## config.mk

```make
export PLATFORM = sky130hd
export DESIGN_NAME = modem_ctl_stat
export DESIGN_NICKNAME = d
export VERILOG_FILES = /design/src/rtl/mdm_pkg.sv /design/src/rtl/mdm_sync.sv /design/src/rtl/mdm_delta.sv /design/src/rtl/modem_ctl_stat.sv
export SDC_FILE = /design/constraint.sdc
export NUM_CORES = 1
export LEC_CHECK = 0
export ABC_AREA = 1
export CORE_MARGIN = 5
export CORE_UTILIZATION = 60
export CTS_BUF_LIST = sky130_fd_sc_hd__clkbuf_8
export DETAILED_ROUTE_END_ITERATION = 10
export DONT_BUFFER_PORTS = 1
export PLACE_DENSITY = 0.81
export SYNTH_ARGS = -nofsm -noshare
export SYNTH_HDL_FRONTEND = slang
export SYNTH_SLANG_ARGS = --single-unit
```

## constraint.sdc

```tcl
create_clock -name clk -period 1.1 [get_ports clk]
set_input_delay 0.055 -clock clk [delete_from_list [all_inputs] [get_ports clk]]
set_output_delay 0.055 -clock clk [all_outputs]
set_load 0.01 [all_outputs]
```

## src/rtl/mdm_pkg.sv

```systemverilog
package mdm_pkg;
   localparam int NLINES   = 4;
   localparam int LN_CTS   = 0;
   localparam int LN_DSR   = 1;
   localparam int LN_RI    = 2;
   localparam int LN_DCD   = 3;
   localparam int CB_DTR   = 0;
   localparam int CB_RTS   = 1;
   localparam int CB_AUX1  = 2;
   localparam int CB_AUX2  = 3;
   localparam int CB_LOOP  = 4;
   localparam logic [7:0] CTRL_MASK = 8'h1F;
   localparam logic [7:0] EN_MASK   = 8'h0F;
   localparam int EN_MODEM = 3;
   typedef logic [NLINES-1:0] line_vec_t;
endpackage

```

## src/rtl/mdm_sync.sv

```systemverilog
module mdm_sync #(
   parameter int STAGES = 2,
   parameter int W      = 4
) (
   input  logic         clk,
   input  logic         rst_n,
   input  logic [W-1:0] d,
   output logic [W-1:0] q
);
   logic [W-1:0] chain [STAGES];

   generate
      for (genvar s = 0; s < STAGES; s++) begin : g_stage
         always_ff @(posedge clk or negedge rst_n) begin
            if (!rst_n)
               chain[s] <= '0;
            else if (s == 0)
               chain[s] <= d;
            else
               chain[s] <= chain[(s == 0) ? 0 : s-1];
         end
      end
   endgenerate

   assign q = chain[STAGES-1];
endmodule

```

## src/rtl/mdm_delta.sv

```systemverilog
module mdm_delta #(
   parameter bit FALL_ONLY = 1'b0
) (
   input  logic clk,
   input  logic rst_n,
   input  logic cur,
   input  logic clr,
   output logic flag
);
   logic prev_q;
   logic chg;

   generate
      if (FALL_ONLY) begin : g_fall
         assign chg = prev_q & ~cur;
      end else begin : g_any
         assign chg = prev_q ^ cur;
      end
   endgenerate

   always_ff @(posedge clk or negedge rst_n) begin
      if (!rst_n) begin
         prev_q <= 1'b0;
         flag   <= 1'b0;
      end else begin
         prev_q <= cur;
         if (chg)
            flag <= 1'b1;
         else if (clr)
            flag <= 1'b0;
      end
   end
endmodule

```

## src/rtl/modem_ctl_stat.sv

```systemverilog
module modem_ctl_stat
   import mdm_pkg::*;
#(
   parameter int SYNC_STAGES   = 2,
   parameter bit RI_TRAIL_ONLY = 1'b1
) (
   input  logic       clk,
   input  logic       rst_n,
   input  logic       wr_mcr,
   input  logic       wr_ier,
   input  logic [7:0] wdata,
   input  logic       rd_msr,
   output logic [7:0] mcr_rdata,
   output logic [7:0] ier_rdata,
   output logic [7:0] msr_rdata,
   input  logic       cts_in,
   input  logic       dsr_in,
   input  logic       ri_in,
   input  logic       dcd_in,
   output logic       rts_out,
   output logic       dtr_out,
   output logic       aux1_out,
   output logic       aux2_out,
   input  logic       sout_in,
   output logic       sout,
   output logic       irq
);
   generate
      if (SYNC_STAGES < 2) begin : g_bad_sync
         $error("modem_ctl_stat: SYNC_STAGES must be at least 2");
      end
   endgenerate

   logic [7:0] ctrl_q;
   logic [7:0] en_q;
   line_vec_t  ext_raw, ext_sync, loop_vec, cur_vec, flags;
   logic       loop_on;

   always_ff @(posedge clk or negedge rst_n) begin
      if (!rst_n) begin
         ctrl_q <= '0;
         en_q   <= '0;
      end else begin
         if (wr_mcr) ctrl_q <= wdata & CTRL_MASK;
         if (wr_ier) en_q   <= wdata & EN_MASK;
      end
   end

   assign loop_on = ctrl_q[CB_LOOP];

   assign ext_raw[LN_CTS] = cts_in;
   assign ext_raw[LN_DSR] = dsr_in;
   assign ext_raw[LN_RI]  = ri_in;
   assign ext_raw[LN_DCD] = dcd_in;

   mdm_sync #(.STAGES(SYNC_STAGES), .W(NLINES)) u_sync (
      .clk   (clk),
      .rst_n (rst_n),
      .d     (ext_raw),
      .q     (ext_sync)
   );

   assign loop_vec[LN_CTS] = ctrl_q[CB_RTS];
   assign loop_vec[LN_DSR] = ctrl_q[CB_DTR];
   assign loop_vec[LN_RI]  = ctrl_q[CB_AUX1];
   assign loop_vec[LN_DCD] = ctrl_q[CB_AUX2];

   assign cur_vec = loop_on ? loop_vec : ext_sync;

   generate
      for (genvar i = 0; i < NLINES; i++) begin : g_line
         mdm_delta #(.FALL_ONLY((i == LN_RI) && RI_TRAIL_ONLY)) u_delta (
            .clk   (clk),
            .rst_n (rst_n),
            .cur   (cur_vec[i]),
            .clr   (rd_msr),
            .flag  (flags[i])
         );
      end
   endgenerate

   assign mcr_rdata = ctrl_q;
   assign ier_rdata = en_q;
   assign msr_rdata = {cur_vec, flags};

   assign dtr_out  = ctrl_q[CB_DTR]  & ~loop_on;
   assign rts_out  = ctrl_q[CB_RTS]  & ~loop_on;
   assign aux1_out = ctrl_q[CB_AUX1] & ~loop_on;
   assign aux2_out = ctrl_q[CB_AUX2] & ~loop_on;
   assign sout     = loop_on | sout_in;
   assign irq      = en_q[EN_MODEM] & (|flags);
endmodule

```

# Word-level counts from Yosys, hierarchy flattened
# Cells that the tools add are included.
dict set report op_classes {
  n_mux 6
  bitwise_logic 12
  n_reduce_logical 5
}
# operator n
set ops {}
lappend ops {{$reduce_bool A2 Y1} 4}
lappend ops {{$and A1 B1 Y1} 6}
lappend ops {{$mux W1} 5}
lappend ops {{$mux W4} 1}
lappend ops {{$reduce_or A4 Y1} 1}
lappend ops {{$xor A1 B1 Y1} 3}
lappend ops {{$not A1 Y1} 2}
lappend ops {{$or A1 B1 Y1} 1}
dict set report totals {
  ff_bits 25
  input_bits 18
  out_inout_bits 30
  word_cells 35
}

# Logic depth before layout (Yosys ltp)
dict set report depth {
  word_depth 4
  mapped_depth 4
  depth_no_buf 4
}

# Hierarchy
# From an unflattened synthesis, not the netlist that was laid out.
dict set report unflattened {
  hier_cells 107
  hier_area_um2 1003.5
}
# mod n_inst cells_each area_each_um2
set by_module_without_submodules {}
lappend by_module_without_submodules {modem_ctl_stat 1 61 471.7}
lappend by_module_without_submodules {{mdm_delta at g_line[0].u_delta ...} 3 9 77.6}
lappend by_module_without_submodules {mdm_sync 1 12 230.2}
lappend by_module_without_submodules {{mdm_delta at g_line[2].u_delta} 1 7 68.8}

# Worst setup path before layout
# No wires, ideal clock.
dict set report synth_path {
  kind {flip-flop to output port}
  startpoint {register ctrl_q[4] (netlist: mcr_rdata[4])}
  endpoint {output port sout}
  t_arrival_ns 0.856
  required_ns 1.045
  slack_ns 0.189
  path_stages_with_launch 3
  path_buffers 1
  path_cell_list {dfrtp_1 -> buf_6 -> or2_1}
}
dict set report synth_between {
  elab_chain_cells 1
}
# element line_no
set synth_lines {}
lappend synth_lines {{from (decl)} modem_ctl_stat.sv:34} ;# logic [7:0] ctrl_q;
lappend synth_lines {{from (signal assigned)} modem_ctl_stat.sv:44} ;# if (wr_mcr) ctrl_q <= wdata & CTRL_MASK;
lappend synth_lines {{$or A1 B1 Y1} modem_ctl_stat.sv:90} ;# assign sout = loop_on | sout_in;
lappend synth_lines {{to (decl)} modem_ctl_stat.sv:25} ;# output logic sout,
# No other way between the ends.

# Final worst setup path
# Same ends and word-level chain as after synthesis.

==> impl_metrics.ini <==
[run_status]
outcome = finished, violations left
failed_checks = setup timing

[cts]
cts-root-to-sink-buffers = 2
cts.root.buffer_cell = sky130_fd_sc_hd__clkbuf_8
cts.sink_count = 25
h-tree-depth = 1
tritoncts = built
cts_made_buffers = 3
worstSkewPairLatency_ns = 0.26
cts.clk_slew.worst_paths_ns = 0.08

[setup_path]
rr_startpoint = mcr_rdata[4]
timing.setup.critical_path_class = flip-flop to output pin
cp_max_fo = 6
capture_instance_of_the_worst_register_to_register_path = g_line[3].u_delta.flag
worst-endpoint-arrival_ns = 1.09
r2r_slack_ns = 0.15
crit_path_start = mcr_rdata[4]
endpoint_kind = output pin
setup_crit_start_kind = flip-flop
cp_data_required_time_ns = 1.04
setup.worst_path.end = sout
worst_r2r_path_depth = 4

[floorplan]
die_h_um = 53.0
die-area_sq_um = 2800
fp.coreArea_sq_um = 1750
rows = 15
io-pin-count = 48
floorplan.die.width_um = 53.0
floorplan.initialDensity_pct = 63.4

[logic_synthesis]
commonest_cells_in_the_synthesized_netlist = sky130_fd_sc_hd__nand2_1 (30), sky130_fd_sc_hd__dfrtp_1 (25), sky130_fd_sc_hd__buf_4 (15), sky130_fd_sc_hd__inv_1 (15), sky130_fd_sc_hd__o21ai_0 (9)
synth.most_common_cell = sky130_fd_sc_hd__nand2_1
cell_accounting_for_the_most_synthesized_area = sky130_fd_sc_hd__dfrtp_1
synth-warning-count = 0
number_of_flops_mapped_to_enable_cells_by_yosys = 0
post_synth_inst_count = 118
netlist_area_sq_um = 1110
synthDistinctLibCells = 15
ys_seq_area_share_pct = 56.5
synth_largest_type_area_fraction_pct = 56.5
avgSynthCellArea_sq_um = 9.38
fraction_of_registers_with_async_set_or_reset_after_synthesis_pct = 100
synth_area_leaders = sky130_fd_sc_hd__dfrtp_1 (56%), sky130_fd_sc_hd__buf_4 (10%), sky130_fd_sc_hd__nand2_1 (10%), sky130_fd_sc_hd__nand3_2 (6.3%), sky130_fd_sc_hd__inv_1 (5.1%)
synth_top_flop_cell = sky130_fd_sc_hd__dfrtp_1
register_bit_count_reported_by_yosys = 25

[sta]
unrepaired_setup_endpoints_after_global_routing = true
post_layout_minimum_cycle_time_ns = 1.15
final.hold.worst_slack_ns = 0.200
timing.final.setup_violations = 6
setup-tns-final_ns = -0.111
maxClockFrequency_mhz = 871
final-max-slew-violation-count = 0
ratio_of_final_minimum_period_to_clock_period_pct = 104
final.setup.worst_slack_ns = -0.0475
finalHoldViolations = 0
skew_ns = 0.00346

[drt]
topRoutingLayerUsed = met4
drtIter0Drc = 14
drc = 0
routed_wire_length_per_instance_um = 13.4
via_count = 749
vias_per_cell = 4.90
met3_length_um = 225
wl_met2_um = 955
finalWirelength_um = 2050
antenna_left = 0
drt-met1-wl_um = 835
drt_pre_antenna_iters = 4

[power_and_ir_drop]
p_sw_mw = 0.571
p_comb_share_pct = 16.8
design_power_total_mw = 1.96
netSwitchingFraction_pct = 29.1
vdd_ir_drop_max_mv = 1.14
power.sequential.fraction_pct = 56.2
share_clk_of_total_power_pct = 27.1
power.density_nw_per_um2 = 1520
internal_power_mw = 1.39
leakagePower_nw = 0.649

[global_routing]
grt_start_max_net_pins = 26
first_global_vias = 743
antenna_violations_before_repair = 0
grt_usage_pct = 16.3
wire_length_of_the_first_global_routing_pass_um = 3240
grt.overflow.total = 0

[job]
max_capacitance_violation_count = 0

[final_layout]
area_growth_pct = 16.7
final_util_pct = 74.1
fillerInstances = 133
fin_nets = 147
layout-drive-gt1-share_pct = 21.9
num_antenna_cells = 0

[placed_design]
buffer_ports.inserted = 0
preCtsSetupSlack_ns = 0.128
half_perimeter_wire_length_after_placement_um = 1440
gp_congestion = 0.735

[worst_hold_path]
hold_crit_class = input pin to async pin
## flip-flops by register name, indices dropped and copies added, names as in the netlist
name,flops
g_line.u_delta.flag,4
ier_rdata,4
u_sync.q,4
g_line.u_delta.prev_q,4
mcr_rdata,5
u_sync.chain,4
## per-stage QoR
stage | instance area, sq um | std cells
after floorplan | 1130 | 124
after global placement | 1050 | 134
after detailed placement | 1050 | 134
after CTS | 1240 | 151
after global routing | 1290 | 153
final | 1290 | 153
## per-layer routing
layer,up-vias,global-route usage (%)
li1,359,-
met1,348,19.3
met5,-,0
met2,38,25.2
met3,4,6.20
met4,0,8.94
## cell usage in the layout, fill, tap and decap left out, types with 4 or more instances in the layout
| cell | instances |
|---|---|
| sky130_fd_sc_hd__inv_1 | 15 |
| sky130_fd_sc_hd__nand3_2 | 7 |
| sky130_fd_sc_hd__conb_1 | 7 |
| sky130_fd_sc_hd__nand2_2 | 4 |
| sky130_fd_sc_hd__dlygate4sd3_1 | 13 |
| sky130_fd_sc_hd__nand2_1 | 28 |
| sky130_fd_sc_hd__dfrtp_1 | 22 |
| sky130_fd_sc_hd__o21ai_0 | 9 |
## power by group through the flow
stage                     Combinational [mW]  Clock, mW  Sequential, mW
after floorplan                        0.284          0            1.09
after global placement                 0.216          0            1.12
after detailed placement               0.222          0            1.12
after CTS                              0.282      0.545            1.10
after global routing                   0.371      0.590            1.12
final                                  0.328      0.531            1.10
## worst max-delay path, stage by stage, from the launching register on
cell,delay [ns]
sky130_fd_sc_hd__dfrtp_2,0.44
sky130_fd_sc_hd__buf_6,0.14
sky130_fd_sc_hd__or2_4,0.24
## layout make-up
class,count,area (sq um),share of cell area [%]
inverter,16,60.1,4.65
clock buffer,3,41.3,3.19
tap,25,31.3,2.42
clock inverter,1,5.00,0.387
sequential,25,629,48.7
multi-input combinational,66,349,27.0
timing repair buffer,17,176,13.6
## worst min path at each step
stage / cells past startpoint / slack, ns / to
2_1_floorplan: 0 / -0.24 / g_line[0].u_delta.flag
3_3_place_gp: 0 / -0.24 / u_sync.chain[5]
3_5_place_dp: 0 / -0.24 / u_sync.chain[7]
4_1_cts: 0 / -0.53 / mcr_rdata[4]
5_1_grt: 2 / 0.20 / ier_rdata[1]
6_report: 2 / 0.20 / u_sync.q[3]
## what timing repair did
| item | CTS | global route |
|---|---|---|
| hold endpoints to repair | 39 | 25 |
| endpoints found under the setup margin | 8 | 10 |
| gates resized for setup | 6 | 8 |
| buffers inserted | 1 | 0 |
| hold buffers | 12 | 2 |
| pin swaps | 1 | 0 |
## logic make-up (layout without fill, tap and decap cells)
group | Yosys count | in the layout | synth area share [%]
buffers and inverters | 33 | 37 | 17.1
AOI/OAI and AO/OA | 10 | 10 | 4.52
DFF | 25 | 25 | 56.5
other | 1 | 7 | 0.339
and+or+nand+nor | 49 | 49 | 21.6
No activity file was read; power rests on OpenSTA's default activity.
